<file path="src/rtl/anin_pkg.sv">
package anin_pkg;
  typedef struct packed {
    logic        neg;
    logic [15:0] bcd;
  } lim_t;

  localparam logic [1:0] FMT_BCD = 2'b00;
  localparam logic [1:0] FMT_RSV = 2'b01;
  localparam logic [1:0] FMT_TWO = 2'b10;
  localparam logic [1:0] FMT_SGM = 2'b11;

  function automatic int bcd_to_int(input logic [15:0] b);
    return int'(b[15:12]) * 1000 + int'(b[11:8]) * 100 + int'(b[7:4]) * 10 + int'(b[3:0]);
  endfunction

  function automatic logic [15:0] int_to_bcd(input int v);
    logic [15:0] r;
    int rest;
    r = '0;
    rest = (v > 9999) ? 9999 : v;
    for (int i = 0; i < 4; i++) begin
      r[i*4 +: 4] = 4'(rest % 10);
      rest = rest / 10;
    end
    return r;
  endfunction

  function automatic logic [15:0] encode(input logic [1:0] f, input logic neg,
                                         input logic [13:0] mag);
    logic [15:0] m16;
    m16 = {2'b00, mag};
    case (f)
      FMT_BCD: return int_to_bcd(int'(mag));
      FMT_TWO: return neg ? (16'd0 - m16) : m16;
      FMT_SGM: return {neg, m16[14:0]};
      default: return 16'd0;
    endcase
  endfunction
endpackage

</file>
<file path="src/rtl/anin_limit_store.sv">
module anin_limit_store
  import anin_pkg::*;
#(
  parameter int NCH = 16,
  parameter int CW  = 4,
  parameter logic [15:0] UP_DEFAULT = 16'h4095
) (
  input  logic          clk,
  input  logic          rst_n,
  input  logic          we,
  input  logic [CW-1:0] wchan,
  input  logic          wupper,
  input  lim_t          wval,
  input  logic [CW-1:0] rchan,
  output lim_t          lo,
  output lim_t          hi
);
  lim_t lo_q [NCH];
  lim_t hi_q [NCH];

  for (genvar g = 0; g < NCH; g++) begin : g_ch
    always_ff @(posedge clk or negedge rst_n) begin
      if (!rst_n) begin
        lo_q[g] <= '{neg: 1'b0, bcd: 16'h0000};
        hi_q[g] <= '{neg: 1'b0, bcd: UP_DEFAULT};
      end else if (we && wchan == CW'(g)) begin
        if (wupper) hi_q[g] <= wval;
        else        lo_q[g] <= wval;
      end
    end
  end

  assign lo = lo_q[rchan];
  assign hi = hi_q[rchan];
endmodule

</file>
<file path="src/rtl/anin_seq_div.sv">
module anin_seq_div #(
  parameter int NW      = 26,
  parameter int RW      = 12,
  parameter int DIVISOR = 4095
) (
  input  logic          clk,
  input  logic          rst_n,
  input  logic          start,
  input  logic [NW-1:0] dividend,
  output logic          busy,
  output logic          done,
  output logic [NW-1:0] quotient
);
  localparam int CNT_W = $clog2(NW);

  logic [NW-1:0]    work;
  logic [RW-1:0]    rem;
  logic [CNT_W-1:0] cnt;
  logic [RW:0]      rem_sh;
  logic             ge;
  logic [RW-1:0]    rem_n;
  logic [NW-1:0]    work_n;

  always_comb begin
    rem_sh = {rem, work[NW-1]};
    ge     = rem_sh >= (RW+1)'(DIVISOR);
    rem_n  = ge ? RW'(rem_sh - (RW+1)'(DIVISOR)) : RW'(rem_sh);
    work_n = {work[NW-2:0], ge};
  end

  always_ff @(posedge clk or negedge rst_n) begin
    if (!rst_n) begin
      work <= '0; rem <= '0; cnt <= '0;
      busy <= 1'b0; done <= 1'b0; quotient <= '0;
    end else begin
      done <= 1'b0;
      if (start && !busy) begin
        work <= dividend; rem <= '0; cnt <= '0; busy <= 1'b1;
      end else if (busy) begin
        work <= work_n; rem <= rem_n; cnt <= cnt + 1'b1;
        if (cnt == CNT_W'(NW-1)) begin
          busy <= 1'b0; done <= 1'b1; quotient <= work_n;
        end
      end
    end
  end

  // partial remainder stays below the divisor throughout the divide
  assert_rem_bound_R2: assert property (@(posedge clk) disable iff (!rst_n)
    busy |-> (rem < RW'(DIVISOR)));
  // completion is a single-cycle pulse
  assert_done_pulse_R3: assert property (@(posedge clk) disable iff (!rst_n)
    done |=> !done);
endmodule

</file>
<file path="src/rtl/anin_status_map.sv">
module anin_status_map #(
  parameter int NCH = 16,
  parameter int CW  = 4
) (
  input  logic           clk,
  input  logic           rst_n,
  input  logic           upd,
  input  logic [CW-1:0]  upd_chan,
  input  logic           upd_under,
  input  logic           upd_over,
  input  logic           upd_neg,
  input  logic           clr,
  input  logic [CW-1:0]  clr_chan,
  output logic [NCH-1:0] under_map,
  output logic [NCH-1:0] over_map,
  output logic [NCH-1:0] sign_map,
  output logic [NCH-1:0] fresh_map
);
  always_ff @(posedge clk or negedge rst_n) begin
    if (!rst_n) begin
      under_map <= '0; over_map <= '0; sign_map <= '0; fresh_map <= '0;
    end else begin
      if (clr) fresh_map[clr_chan] <= 1'b0;
      if (upd) begin
        under_map[upd_chan] <= upd_under;
        over_map[upd_chan]  <= upd_over;
        sign_map[upd_chan]  <= upd_neg;
        fresh_map[upd_chan] <= 1'b1;
      end
    end
  end

  // a produced result always leaves its fresh bit set
  assert_fresh_set_R7: assert property (@(posedge clk) disable iff (!rst_n)
    upd |=> fresh_map[$past(upd_chan)]);
  // a read with no colliding result clears the bit
  assert_fresh_clr_R7: assert property (@(posedge clk) disable iff (!rst_n)
    (clr && !(upd && upd_chan == clr_chan)) |=> !fresh_map[$past(clr_chan)]);
  // a channel is never flagged at both ends of the span
  assert_ends_excl_R6: assert property (@(posedge clk) disable iff (!rst_n)
    (under_map & over_map) == '0);
endmodule

</file>
<file path="src/rtl/anin_scaler.sv">
module anin_scaler
  import anin_pkg::*;
#(
  parameter int NCH   = 16,
  parameter int RAW_W = 12,
  parameter int DW    = 16
) (
  input  logic               clk,
  input  logic               rst_n,
  input  logic               cfg_we,
  input  logic [$clog2(NCH)-1:0] cfg_chan,
  input  logic               cfg_upper,
  input  logic               cfg_neg,
  input  logic [15:0]        cfg_bcd,
  input  logic [1:0]         fmt_sel,
  input  logic               in_valid,
  input  logic [$clog2(NCH)-1:0] in_chan,
  input  logic [RAW_W-1:0]   in_raw,
  output logic               in_ready,
  input  logic               rd_strobe,
  input  logic [$clog2(NCH)-1:0] rd_chan,
  output logic               out_valid,
  output logic [$clog2(NCH)-1:0] out_chan,
  output logic [DW-1:0]      out_data,
  output logic [NCH-1:0]     under_map,
  output logic [NCH-1:0]     over_map,
  output logic [NCH-1:0]     sign_map,
  output logic [NCH-1:0]     fresh_map
);
  localparam int CW      = $clog2(NCH);
  localparam int RAW_MAX = (1 << RAW_W) - 1;
  localparam int LIM_MAX = 9999;
  localparam int NUM_W   = $clog2(LIM_MAX * RAW_MAX + 1);
  localparam int MAG_W   = 14;

  logic          accept;
  logic          pend;
  lim_t          lo, hi;
  int            lo_i, hi_i, num_i, mag_i;
  logic [NUM_W-1:0] dividend;
  logic          div_busy, div_done;
  logic [NUM_W-1:0] quotient;
  logic          res_neg;
  logic          neg_q, under_q, over_q;
  logic [1:0]    fmt_q;
  logic [CW-1:0] chan_q;

  assign in_ready = !pend;
  assign accept   = in_valid && in_ready;

  anin_limit_store #(.NCH(NCH), .CW(CW), .UP_DEFAULT(int_to_bcd(RAW_MAX))) u_lim (
    .clk(clk), .rst_n(rst_n), .we(cfg_we), .wchan(cfg_chan), .wupper(cfg_upper),
    .wval('{neg: cfg_neg, bcd: cfg_bcd}), .rchan(in_chan), .lo(lo), .hi(hi));

  // numerator L*(max-r) + U*r, limits decoded from BCD at use
  always_comb begin
    lo_i  = lo.neg ? -bcd_to_int(lo.bcd) : bcd_to_int(lo.bcd);
    hi_i  = hi.neg ? -bcd_to_int(hi.bcd) : bcd_to_int(hi.bcd);
    num_i = lo_i * (RAW_MAX - int'(in_raw)) + hi_i * int'(in_raw);
    mag_i = (num_i < 0) ? -num_i : num_i;
    dividend = NUM_W'(mag_i);
  end

  anin_seq_div #(.NW(NUM_W), .RW(RAW_W), .DIVISOR(RAW_MAX)) u_div (
    .clk(clk), .rst_n(rst_n), .start(accept), .dividend(dividend),
    .busy(div_busy), .done(div_done), .quotient(quotient));

  assign res_neg = neg_q && (quotient != '0);

  always_ff @(posedge clk or negedge rst_n) begin
    if (!rst_n) begin
      pend <= 1'b0; neg_q <= 1'b0; under_q <= 1'b0; over_q <= 1'b0;
      fmt_q <= FMT_BCD; chan_q <= '0;
      out_valid <= 1'b0; out_chan <= '0; out_data <= '0;
    end else begin
      out_valid <= 1'b0;
      if (accept) begin
        pend    <= 1'b1;
        neg_q   <= (num_i < 0);
        under_q <= (in_raw == '0);
        over_q  <= (in_raw == RAW_W'(RAW_MAX));
        fmt_q   <= fmt_sel;
        chan_q  <= in_chan;
      end
      if (div_done) begin
        pend      <= 1'b0;
        out_valid <= 1'b1;
        out_chan  <= chan_q;
        out_data  <= DW'(encode(fmt_q, res_neg, quotient[MAG_W-1:0]));
      end
    end
  end

  anin_status_map #(.NCH(NCH), .CW(CW)) u_stat (
    .clk(clk), .rst_n(rst_n), .upd(div_done), .upd_chan(chan_q),
    .upd_under(under_q), .upd_over(over_q), .upd_neg(res_neg),
    .clr(rd_strobe), .clr_chan(rd_chan),
    .under_map(under_map), .over_map(over_map), .sign_map(sign_map),
    .fresh_map(fresh_map));

  // the unit stops accepting right after it takes a reading
  assert_busy_after_accept_R3: assert property (@(posedge clk) disable iff (!rst_n)
    accept |=> !in_ready);
  // each result is a one-cycle strobe
  assert_valid_pulse_R3: assert property (@(posedge clk) disable iff (!rst_n)
    out_valid |=> !out_valid);
  // the divider runs only while a reading is pending
  assert_div_in_pend_R3: assert property (@(posedge clk) disable iff (!rst_n)
    div_busy |-> pend);
  // the signed-magnitude field never holds more than the limit range
  assert_sgm_range_R4: assert property (@(posedge clk) disable iff (!rst_n)
    (out_valid && fmt_q == FMT_SGM) |-> (out_data[14:0] <= 15'(LIM_MAX)));
  // the sign bit of a new result matches the sign field it was encoded with
  assert_sign_track_R5: assert property (@(posedge clk) disable iff (!rst_n)
    (out_valid && fmt_q == FMT_SGM) |-> (out_data[15] == sign_map[out_chan]));
endmodule

</file>
<file path="config.mk">
export PLATFORM = sky130hd
export DESIGN_NAME = anin_scaler
export DESIGN_NICKNAME = d
export VERILOG_FILES = /design/src/rtl/anin_pkg.sv /design/src/rtl/anin_limit_store.sv /design/src/rtl/anin_seq_div.sv /design/src/rtl/anin_status_map.sv /design/src/rtl/anin_scaler.sv
export SDC_FILE = /design/constraint.sdc
export NUM_CORES = 2
export LEC_CHECK = 0
export ABC_AREA = 1
export BUFFER_PORTS_ARGS = -buffer_cell sky130_fd_sc_hd__clkbuf_2
export CORE_MARGIN = 2
export CORE_UTILIZATION = 57
export DETAILED_ROUTE_END_ITERATION = 12
export MAX_ROUTING_LAYER = met4
export PLACE_DENSITY = 0.81
export SYNTH_ARGS = -nofsm -noshare
export SYNTH_HDL_FRONTEND = slang
export SYNTH_SLANG_ARGS = --single-unit
export TNS_END_PERCENT = 50
</file>
<file path="constraint.sdc">
create_clock -name clk -period 25.3 [get_ports clk]
set_input_delay 1.265 -clock clk [delete_from_list [all_inputs] [get_ports clk]]
set_output_delay 1.265 -clock clk [all_outputs]
set_load 0.005 [all_outputs]
</file>
==> impl_metrics.py <==
metrics = {
    "setup_path": {
        "worstSetupEndpointType": "flop",
        "path_delay_family": "adder cells",
        "cp_data_arrival_time_ps": 18770,
        "crit_slowest_cell": "buf_4",
        "path_class": "in -> reg",
        "cp.required_ps": 25770,
        "crit_fanout": 117,
        "crit_top_cell": "inv_1",
        "path_buf_inv": 15,
        "cp-start-kind": "input port",
        "cpPeakStageDelay_ps": 820,
    },
    "placed_design": {
        "place.gp.congestion": 0.960,
        "dpl.hpwl_mm": 104,
        "dpl_cell_area_um2": 56400,
        "port_buffers": 134,
    },
    "synthesis": {
        "synth_area_per_cell_um2": 8.41,
        "yosys_warnings": 0,
        "synth_edf_count": 0,
        "seq_area_frac_synth_pct": 32.6,
        "yosysTopAreaCellShare_pct": 28.7,
        "ys_types": 63,
        "synthCells": 6523,
        "synth-seq-cells": 710,
        "yosys.area.top_type": "dfrtp_1",
        "ys_top_cells_by_area": "dfrtp_1, fa_1, o21ai_0, nand2_1, inv_1",
        "synth_flop_cell": "dfrtp_1",
        "synthesis.area_um2": 54800,
        "synth_nets": 7380,
        "synthArstFlopShare_pct": 100,
    },
    "final_layout": {
        "final_nets": 7307,
        "drive_gt1_share_pct": 8.17,
        "final_cell_mix": "nand2_1, o21ai_0, inv_1",
        "n_fill_cell": 7783,
        "final_common_cell": "nand2_1",
        "area_growth_pct": 7.71,
        "final_area_um2": 59100,
        "utilization_pct": 62.1,
    },
    "drt": {
        "avgRoutedWirePerCell_um": 19.4,
        "vias_per_cell": 5.88,
        "via_count": 45700,
        "drc": 0,
        "drt_iter0_markers": 5039,
        "first_pass_iters": 6,
        "ant_nets": 0,
        "drt-total-wl_mm": 150,
    },
    "global_routing": {
        "grt_max_degree": 181,
        "antenna_found_initial": 4,
        "grt_pass1_vias": 46000,
        "overflow": 0,
        "grt_pass1_wl_mm": 245,
        "grtUsageTotal_pct": 32.2,
    },
    "timing": {
        "rsz0062_at_grt": "false",
        "worst_hold_slack_ps": 480,
        "period_minus_slack_ps": 18300,
        "setup_viol_count_final": 0,
        "fin_tns_setup_ps": 0,
        "relSlewSlack_pct": 10.4,
        "tightest_slew_ps": 1340,
        "period_share_pct": 72.3,
        "fmax_mhz": 54.6,
        "fin_skew_ps": 39.4,
        "hold_viol_final": 0,
        "drv_slew": 0,
    },
    "clock_network": {
        "htree_num_levels": 3,
        "numCtsBuffers": 73,
        "clock-root-buffer": "clkbuf_16",
        "cts_hold_buf": 0,
        "cts_buffer_depth": 3,
        "cts_tree": "done",
        "insertion_delay_ps": 640,
        "post_cts_buffers": 0,
        "cts_resized": 0,
        "clk_pin_slew_worst_paths_ps": 60,
        "clock-sinks": 710,
    },
    "job": {
        "cap_violations": 0,
    },
    "floorplan": {
        "die_width_um": 314,
        "core_area_um2": 95200,
        "die_h_um": 314,
        "dieArea_um2": 98700,
        "start_util_pct": 57.6,
        "io_pins": 135,
        "row_count": 113,
    },
    "worst_hold_path": {
        "hold_class": "reg -> reg",
    },
    "run_status": {
        "outcome": "finished clean",
    },
}
-- Yosys cell counts, drive strengths merged, types with 2 or more instances --
cell type,number
nor3,40
and2,4
a21o,3
o32ai,3
nand4,18
xor2,94
o221ai,114
clkbuf,347
o21bai,4
nand2,1270
nor2,707
a31oi,8
clkinv,7
o22ai,39
o211ai,36
a22oi,3
dfrtp,630
dfstp,80
o21a,2
fa,563
or2,5
a221oi,7
o31ai,5
a32oi,3
nand3b,4
xnor2,44
inv,912
ha,245
nand3,176
a22o,2
or3,4
o21ai,988
nor4,8
a21oi,128
buf,11
-- state kept, by name (all words and copies together) (netlist names) --
signal / count
u_stat.over_map: 16
u_div.quotient: 26
over_q: 1
u_stat.fresh_map: 16
u_div.cnt: 5
u_stat.sign_map: 16
out_chan: 4
out_data: 16
neg_q: 1
u_lim.hi_q: 272
fmt_q: 2
u_div.rem: 12
out_valid: 1
u_div.work: 26
pend: 1
u_div.done: 1
under_q: 1
u_lim.lo_q: 272
chan_q: 4
u_div.busy: 1
u_stat.under_map: 16
-- cell families after synthesis --
logic type	after synthesis	share of synthesized area, %
simple gates	2238	16.6
compound gates	1351	13.7
buf+inv	1277	8.77
fa+ha+maj	808	26.1
flops	710	32.6
xor+xnor	138	2.25
other cells	1	0.00684
-- through the flow --
stage / cells / setup slack (ps)
CTS: 7774 / 7340
detailed placement: 7640 / 6820
floorplan: 6523 / 10690
global route: 7776 / 5790
finish: 7776 / 7000
global placement: 7640 / 7240
-- final timing paths --
kind                                        startpoint                     endpoint  slack [ps]  cells past startpoint
min reg2reg                u_lim.lo_q[231]$_DFFE_PN0P_  u_lim.lo_q[231]$_DFFE_PN0P_         480                      2
max reg2reg                u_lim.hi_q[184]$_DFFE_PN1P_   u_div.work[22]$_DFFE_PN0P_        9990                     57
max                                         in_chan[0]   u_div.work[22]$_DFFE_PN0P_        7000                     61
max in group asynchronous                        rst_n  u_lim.hi_q[202]$_DFFE_PN0P_       22190                      3
min in group asynchronous                        rst_n   u_lim.lo_q[88]$_DFFE_PN0P_         680                      1
min                        u_lim.lo_q[231]$_DFFE_PN0P_  u_lim.lo_q[231]$_DFFE_PN0P_         480                      2
-- area by class of cell --
class,instances,area (um^2),area share [%]
tap,1265,1580,2.68
inverter,919,3460,5.86
timing repair buffer,210,1280,2.16
clock inverter,32,567,0.960
clock buffer,102,2130,3.60
antenna,2,5.00,0.00847
multi-input combinational,4536,32200,54.5
sequential,710,17900,30.2
-- worst reg2reg max path, delay by kind of cell (launching register included) --
family | cells | cell delay, ps
compound gates | 17 | 3410
xor+xnor | 2 | 440
fa+ha+maj | 14 | 6380
buf+inv | 11 | 1680
flops | 1 | 540
simple gates | 13 | 2660
-- metal layers --
metal	track usage, %	wire [um]	vias to the layer above
met2	51.2	71600	2249
met3	4.51	13000	432
met1	41.8	59500	22500
li1	-	-	20600
met5	-	0	-
met4	13.1	6400	0
Power is left out: the tool's default activity adds up to more than one toggle a clock period on the data nets, which glitch-free logic cannot reach.
